### config.mk
export PLATFORM = sky130hd
export DESIGN_NAME = burst_rr_arbiter
export DESIGN_NICKNAME = d
export VERILOG_FILES = /design/src/rtl/bra_pkg.sv /design/src/rtl/bra_rr_pick.sv /design/src/rtl/bra_tenure.sv /design/src/rtl/burst_rr_arbiter.sv
export SDC_FILE = /design/constraint.sdc
export NUM_CORES = 1
export LEC_CHECK = 0
export ABC_AREA = 1
export BUFFER_PORTS_ARGS = -buffer_cell sky130_fd_sc_hd__buf_2
export CORE_UTILIZATION = 65
export CTS_CLUSTER_DIAMETER = 80
export DETAILED_ROUTE_END_ITERATION = 7
export PLACE_DENSITY = 0.88
export SETUP_SLACK_MARGIN = 0.3
export SLEW_MARGIN = 40
export SYNTH_ARGS = -nofsm -noshare
export SYNTH_HDL_FRONTEND = slang
export SYNTH_SLANG_ARGS = --single-unit
### constraint.sdc
create_clock -name clk -period 10.75 [get_ports clk]
set_input_delay 1.075 -clock clk [delete_from_list [all_inputs] [get_ports clk]]
set_output_delay 1.075 -clock clk [all_outputs]
set_load 0.01 [all_outputs]
### src/rtl/bra_pkg.sv
`timescale 1ns/1ps
package bra_pkg;

    // Default sizing for the arbiter
    localparam int unsigned DEF_MASTERS = 16;
    localparam int unsigned DEF_BURST   = 8;

    // Per-cycle decision taken by the arbiter
    typedef enum logic [1:0] {
        SEL_IDLE = 2'd0,   // nobody requests: no grant
        SEL_HOLD = 2'd1,   // current owner continues its burst
        SEL_NEW  = 2'd2    // rotating scan chooses an owner
    } sel_e;

    // Worst-case number of cycles a persistent requester may wait
    function automatic int unsigned wait_bound(input int unsigned n,
                                               input int unsigned b);
        return (n - 1) * (b + 1) + 1;
    endfunction

    // Index that follows i in a ring of n entries
    function automatic int unsigned ring_next(input int unsigned i,
                                              input int unsigned n);
        return (i + 1 >= n) ? 0 : i + 1;
    endfunction

endpackage

### src/rtl/bra_rr_pick.sv
`timescale 1ns/1ps
// Rotating first-one search: scans upward from ptr, wraps at N-1.
module bra_rr_pick #(
    parameter int unsigned N  = 16,
    parameter int unsigned IW = $clog2(N)
) (
    input  logic [N-1:0]  req,
    input  logic [IW-1:0] ptr,
    output logic          found,
    output logic [IW-1:0] idx
);
    always_comb begin
        found = 1'b0;
        idx   = '0;
        for (int unsigned k = 0; k < N; k++) begin
            int unsigned p;
            p = int'(ptr) + k;
            if (p >= N) p = p - N;
            if (!found && req[p]) begin
                found = 1'b1;
                idx   = IW'(p);
            end
        end
    end
endmodule

### src/rtl/bra_tenure.sv
`timescale 1ns/1ps
// Registered tenure state: owner, burst cycle count, scan start pointer.
module bra_tenure
    import bra_pkg::*;
#(
    parameter int unsigned N  = 16,
    parameter int unsigned B  = 8,
    parameter int unsigned IW = $clog2(N),
    parameter int unsigned CW = $clog2(B + 1)
) (
    input  logic          clk,
    input  logic          rst,
    input  sel_e          sel,
    input  logic [IW-1:0] new_idx,
    output logic [IW-1:0] owner,
    output logic          owner_vld,
    output logic [CW-1:0] used,
    output logic [IW-1:0] ptr
);
    localparam logic [IW-1:0] LAST = IW'(N - 1);

    always_ff @(posedge clk) begin
        if (rst) begin
            owner     <= '0;
            owner_vld <= 1'b0;
            used      <= '0;
            ptr       <= '0;
        end else begin
            unique case (sel)
                SEL_HOLD: begin
                    used <= used + CW'(1);
                end
                SEL_NEW: begin
                    owner     <= new_idx;
                    owner_vld <= 1'b1;
                    used      <= CW'(1);
                    ptr       <= (new_idx == LAST) ? '0 : new_idx + IW'(1);
                end
                default: begin
                    owner_vld <= 1'b0;
                    used      <= '0;
                end
            endcase
        end
    end
endmodule

### src/rtl/burst_rr_arbiter.sv
`timescale 1ns/1ps
module burst_rr_arbiter
    import bra_pkg::*;
#(
    parameter int unsigned N_MASTERS = DEF_MASTERS,
    parameter int unsigned BURST_LEN = DEF_BURST
) (
    input  logic                 clk,
    input  logic                 rst,
    input  logic [N_MASTERS-1:0] req,
    output logic [N_MASTERS-1:0] gnt
);
    localparam int unsigned IW = $clog2(N_MASTERS);
    localparam int unsigned CW = $clog2(BURST_LEN + 1);

    logic [IW-1:0] owner;
    logic          owner_vld;
    logic [CW-1:0] used;
    logic [IW-1:0] ptr;
    logic          pick_found;
    logic [IW-1:0] pick_idx;
    logic          keep;
    sel_e          sel;

    bra_rr_pick #(.N(N_MASTERS), .IW(IW)) u_pick (
        .req   (req),
        .ptr   (ptr),
        .found (pick_found),
        .idx   (pick_idx)
    );

    // Owner continues while it still asks and its burst has room
    assign keep = owner_vld && req[owner] && (used < CW'(BURST_LEN));

    always_comb begin
        if (keep)            sel = SEL_HOLD;
        else if (pick_found) sel = SEL_NEW;
        else                 sel = SEL_IDLE;
    end

    bra_tenure #(.N(N_MASTERS), .B(BURST_LEN), .IW(IW), .CW(CW)) u_ten (
        .clk       (clk),
        .rst       (rst),
        .sel       (sel),
        .new_idx   (pick_idx),
        .owner     (owner),
        .owner_vld (owner_vld),
        .used      (used),
        .ptr       (ptr)
    );

    for (genvar i = 0; i < N_MASTERS; i++) begin : g_gnt
        assign gnt[i] = ((sel == SEL_HOLD) && (owner == IW'(i))) ||
                        ((sel == SEL_NEW)  && (pick_idx == IW'(i)));
    end
endmodule

Word level (Yosys, flattened, before mapping)
Index checks and enable logic that the tools add are counted.

word-level totals
  input port bits = 18
  logic and storage cells = 272
  output and inout bits = 16
  flip-flop bits (word level) = 13

operators by class
  add/subtract/negate cells = 33
  reductions and logical operators = 82
  multiplexer cells = 87
  $lt $le $gt $ge = 34
  eq/ne operators = 32

operators by type and width
  kind                   count
  $lt 32x5->1 const B    16
  $mux 32                16
  $ge 32x5->1 const B    15
  $sub 32x5->32 const B  15
  $bmux 1 s4             17
  $mux 4                 17
  $eq 4x4->1 const B     16
  $logic_and 1x1->1      49
  $add 4x4->5 const B    8
  $mux 1                 33
  $eq 4x3->1 const B     8
  $add 4x3->5 const B    4
  $eq 4x2->1 const B     4
  $logic_or 1x1->1       16
  $logic_not 1->1        15
  $add 4x2->5 const B    2
  $add 4x1->4 const B    2
  $eq 4x1->1 const B     2
  $logic_not 4->1        2
  $pmux 4 s2             1
  $sub 4x5->6 const B    1
  $add 4x1->5 const B    1
  $ge 4x5->1 const B     1
  $lt 4x5->1 const B     1
  other kinds (5)        6

Logic depth before layout (Yosys ltp)
  depth after elaboration = 55
  gate-level depth with buffers = 30
  mapped depth without buffers = 29

Cells and area by module
From an unflattened synthesis, not the netlist that was laid out.

second synthesis, totals
  cells, all modules = 560
  area, all modules = 3030.4 um^2

by module, submodules not included
  module            sequential area each (um^2)  cells each  instances  area an instance (um^2)
  bra_rr_pick       0.0                          342         1          1806.7
  burst_rr_arbiter  0.0                          148         1          665.6
  bra_tenure        260.2                        70          1          558.0

Worst setup path after synthesis
No wires, ideal clock.

  path kind = flip-flop to output port
  start point = register u_ten.ptr[1]
  end point = output gnt[11]
  buffers on the path = 2
  required time = 9.675 ns
  setup slack = 6.007 ns
  data arrival time = 3.668 ns
  stages on the path, launching flop included = 27
  path through = dfxtp_1 > inv_1 > buf_2 > ha_1 > inv_1 > buf_2 > nand3_1 > nand3_1 > nand2_1 > nand2_1 > nand2_2 > nor2_8 > nand4_2 > nor2_4 > nand4_2 > nor3_4 > nand3_2 > nor2_1 > nor2_1 > nand2_1 > nand2_1 > nand2_2 > ha_1 > inv_1 > nor2_1 > inv_1 > o32ai_1

on the way
  elaborated cells on any way between the ends = 165
  classes of those cells = add/sub (31); order compare (16); eq/ne (3); mux (82); reduce/logical (33)

RTL lines
  element                                                                 RTL line                RTL
  start: declaration                                                      bra_tenure.sv:18        output logic [IW-1:0] ptr
  start signal: assignment                                                bra_tenure.sv:37        ptr <= (new_idx == LAST) ? '0 : new_idx + IW'(1);
  parallel branches: the longest is 49 deep, another holds $sub 32x5->32  n/a
  $mux 4 *                                                                bra_rr_pick.sv:19       if (!found && req[p]) begin
  named net pick_idx[0]                                                   burst_rr_arbiter.sv:21  logic [IW-1:0] pick_idx;
  $eq 4x4->1 *                                                            burst_rr_arbiter.sv:54  ((sel == SEL_NEW) && (pick_idx == IW'(i)));
  $logic_and 1x1->1 *                                                     burst_rr_arbiter.sv:54
  $logic_or 1x1->1 *                                                      burst_rr_arbiter.sv:53  assign gnt[i] = ((sel == SEL_HOLD) && (owner == IW'(i))) ||
  end: declaration                                                        burst_rr_arbiter.sv:11  output logic [N_MASTERS-1:0] gnt

Mark *: on every way through the listed nets, which the timed path passes. The select of a mux whose other input is x is not followed.

Final worst setup path
Same ends and word-level chain as after synthesis.

==> reports/qor.yml <==
status:
  status: "finished, final reports clean"
cts:
  cts_resized: 0
  cts_tree: "yes"
  clkLatencyLatePin_ns: 0.24
  cts_buffers: 3
  post_cts_buffers: 0
  cts-root-buf: "clkbuf_8"
  cts.sinks: 13
  clk_pin_slew_ns: 0.05
  cts_buffer_depth: 2
  cts_hold_buffers: 0
  h-tree-depth: 1
min_path:
  hp-class: "reg2reg"
global_route:
  grt_pass1_vias: 3250
  grt_max_degree: 25
  overflow: 0
  grt_pass1_wl_um: 15100
  grt.total_usage_pct: 44.6
  antenna_found_initial: 0
die:
  io_pins: 34
  core_sq_mm: 0.00400
  die_area_sq_mm: 0.00444
  die_w_um: 66.7
  rows: 23
  start_util_pct: 67.9
  die_h_um: 66.7
placed_design:
  gp_congestion: 1.01
  dp_hpwl_um: 7330
  port_buffers: 33
  dp_cells: 568
worst_setup_path:
  critical_path_class: "reg2out"
  path_depth: 25
  critPathBufInv: 5
  ff2ff_setup_slack_ns: 5.78
  worstSetupStartpointType: "flip-flop"
  crit_end: "gnt[11]"
  r2r-start: "u_ten.ptr[1]$_SDFFE_PP0P_"
  r2r_cells: 24
  crit_fanout: 17
  crit_family: "simple AND/OR/NAND/NOR gates"
  end_kind: "output pin"
  setup.worst_path.start: "u_ten.ptr[1]$_SDFFE_PP0P_"
  crit_arrival_ns: 5.41
  crit_slowest_cell: "dfxtp_1"
  critPathMaxStageDelay_ns: 0.71
  required_ns: 9.68
  r2r-end: "u_ten.ptr[2]$_SDFFE_PP0P_"
finish:
  area_growth_syn_to_layout_pct: 7.73
  n_fill_cell: 357
  mostFrequentLayoutCells: "nand2_1, nand3_1, inv_1"
  ff_latch_area_sq_um: 262
  final_common_cell: "nand2_1"
  multi_input_area_sq_mm: 0.00218
  layout-drive-gt1-share_pct: 14.2
  num_antenna_cells: 0
  instances_no_fill: 572
  nNetsFinal: 553
drt:
  drc: 0
  drt_iter0_drc: 518
  routedWlPerCell_um: 16.1
  ant_nets: 0
  dr_total_vias: 3615
  drt_wl_total_um: 9220
  first_pass_iters: 5
  viasPerCell: 6.32
job:
  cap_violations: 0
logic_synthesis:
  synth_area_sq_mm: 0.00272
  syn_inst: 496
  yosys_warnings: 0
  yosysUniqueCellTypes: 39
  async_flop_share_pct: 0
  synth-seq-cells: 13
  avgSynthCellArea_sq_um: 5.48
  synth_ff_type: "dfxtp_1"
  seq_area_frac_synth_pct: 9.58
  syn-num-nets: 526
  synth_edf_count: 0
sta:
  rsz0062_at_grt: "false"
  fmax_ghz: 0.154
  setup_violations: 0
  drv_slew: 0
  period_share_pct: 60.3
  clock_skew_ns: 0.00134
  tns_ns: 0
  max_slew_margin_pct: 47.0
  tightest_slew_ns: 0.794
  hold_viol: 0
  fin_crit_ns: 6.48
==> registers in the layout (all words and copies together) (netlist names) <==
signal	flops
u_ten.owner	4
u_ten.owner_vld	1
u_ten.ptr	4
u_ten.used	4
==> synth_stat cells (8+ instances only) <==
| cell type | count | area (sq um) |
|---|---|---|
| nand2_1 | 147 | 552 |
| nand3_1 | 108 | 541 |
| inv_1 | 49 | 184 |
| nor2_1 | 43 | 161 |
| nand4_1 | 18 | 113 |
| dfxtp_1 | 13 | 260 |
| ha_1 | 12 | 150 |
| o22ai_1 | 12 | 75.1 |
| nand2_2 | 10 | 62.6 |
| a21oi_1 | 9 | 45.0 |
| inv_2 | 8 | 30.0 |
| o21ai_0 | 8 | 40.0 |
==> cells by family after synthesis <==
logic type,synth area share [%]
AND/OR/NAND/NOR,60.3
buffers and inverters,10.2
AO/OA/AOI/OAI,11.5
flip-flops,9.58
adder cells (fa/ha/maj),5.52
XOR/XNOR,2.85
==> worst min path at each step <==
stage | startpoint | end | cells past startpoint
5_1_grt | u_ten.used[2]$_SDFF_PP0_ | u_ten.used[2]$_SDFF_PP0_ | 1
6_report | u_ten.used[2]$_SDFF_PP0_ | u_ten.used[2]$_SDFF_PP0_ | 1
4_1_cts | u_ten.used[2]$_SDFF_PP0_ | u_ten.used[2]$_SDFF_PP0_ | 1
3_3_place_gp | u_ten.used[2]$_SDFF_PP0_ | u_ten.used[2]$_SDFF_PP0_ | 1
2_1_floorplan | u_ten.used[2]$_SDFF_PP0_ | u_ten.used[2]$_SDFF_PP0_ | 1
3_5_place_dp | u_ten.used[2]$_SDFF_PP0_ | u_ten.used[2]$_SDFF_PP0_ | 1
==> layout make-up <==
| class | count | share of cell area [%] |
|---|---|---|
| Multi-Input combinational cell | 415 | 74.4 |
| Sequential cell | 13 | 8.93 |
| Inverter | 57 | 7.31 |
| Timing Repair Buffer | 33 | 5.64 |
| Tap cell | 50 | 2.14 |
| Clock buffer | 4 | 1.54 |
==> metal layers <==
layer	part of all wire, %	global-route usage (%)
met1	42	61.0
met2	43	67.7
met3	12	7.71
met4	3.6	19.4
met5	0	0
==> worst reg2reg max path, cell delays in order (launching register included) <==
cell and delay [ns]:
dfxtp_1 0.71, inv_1 0.47, ha_1 0.59, inv_1 0.41, nand3_1 0.17, nand3_1 0.14
nand2_1 0.10, nand2_1 0.10, nand2_2 0.14, nor2_8 0.14, nand4_2 0.17, nor2_4 0.18
nand4_2 0.13, nor3_4 0.22, nand3_2 0.15, nor2_1 0.18, nor2_1 0.07, nand2_1 0.06
nand2_1 0.06, nand2_2 0.12, ha_1 0.17, inv_1 0.06, nor2_1 0.11, inv_1 0.10
a31oi_1 0.15
==> stage by stage <==
step	setup slack (ns)	area, sq um	hold WS, ns	utilization, %
final	4.27	2930	0.468	73.2
after global routing	3.80	2930	0.487	73.2
after CTS	4.42	2930	0.467	73.2
after detailed placement	4.71	2880	0.448	72.0
after global placement	4.79	2880	0.444	72.0
after floorplan	6.01	2720	0.431	-
Power is not shown: default switching activity piles up to over one toggle a cycle in this logic, so the estimate is an artifact.
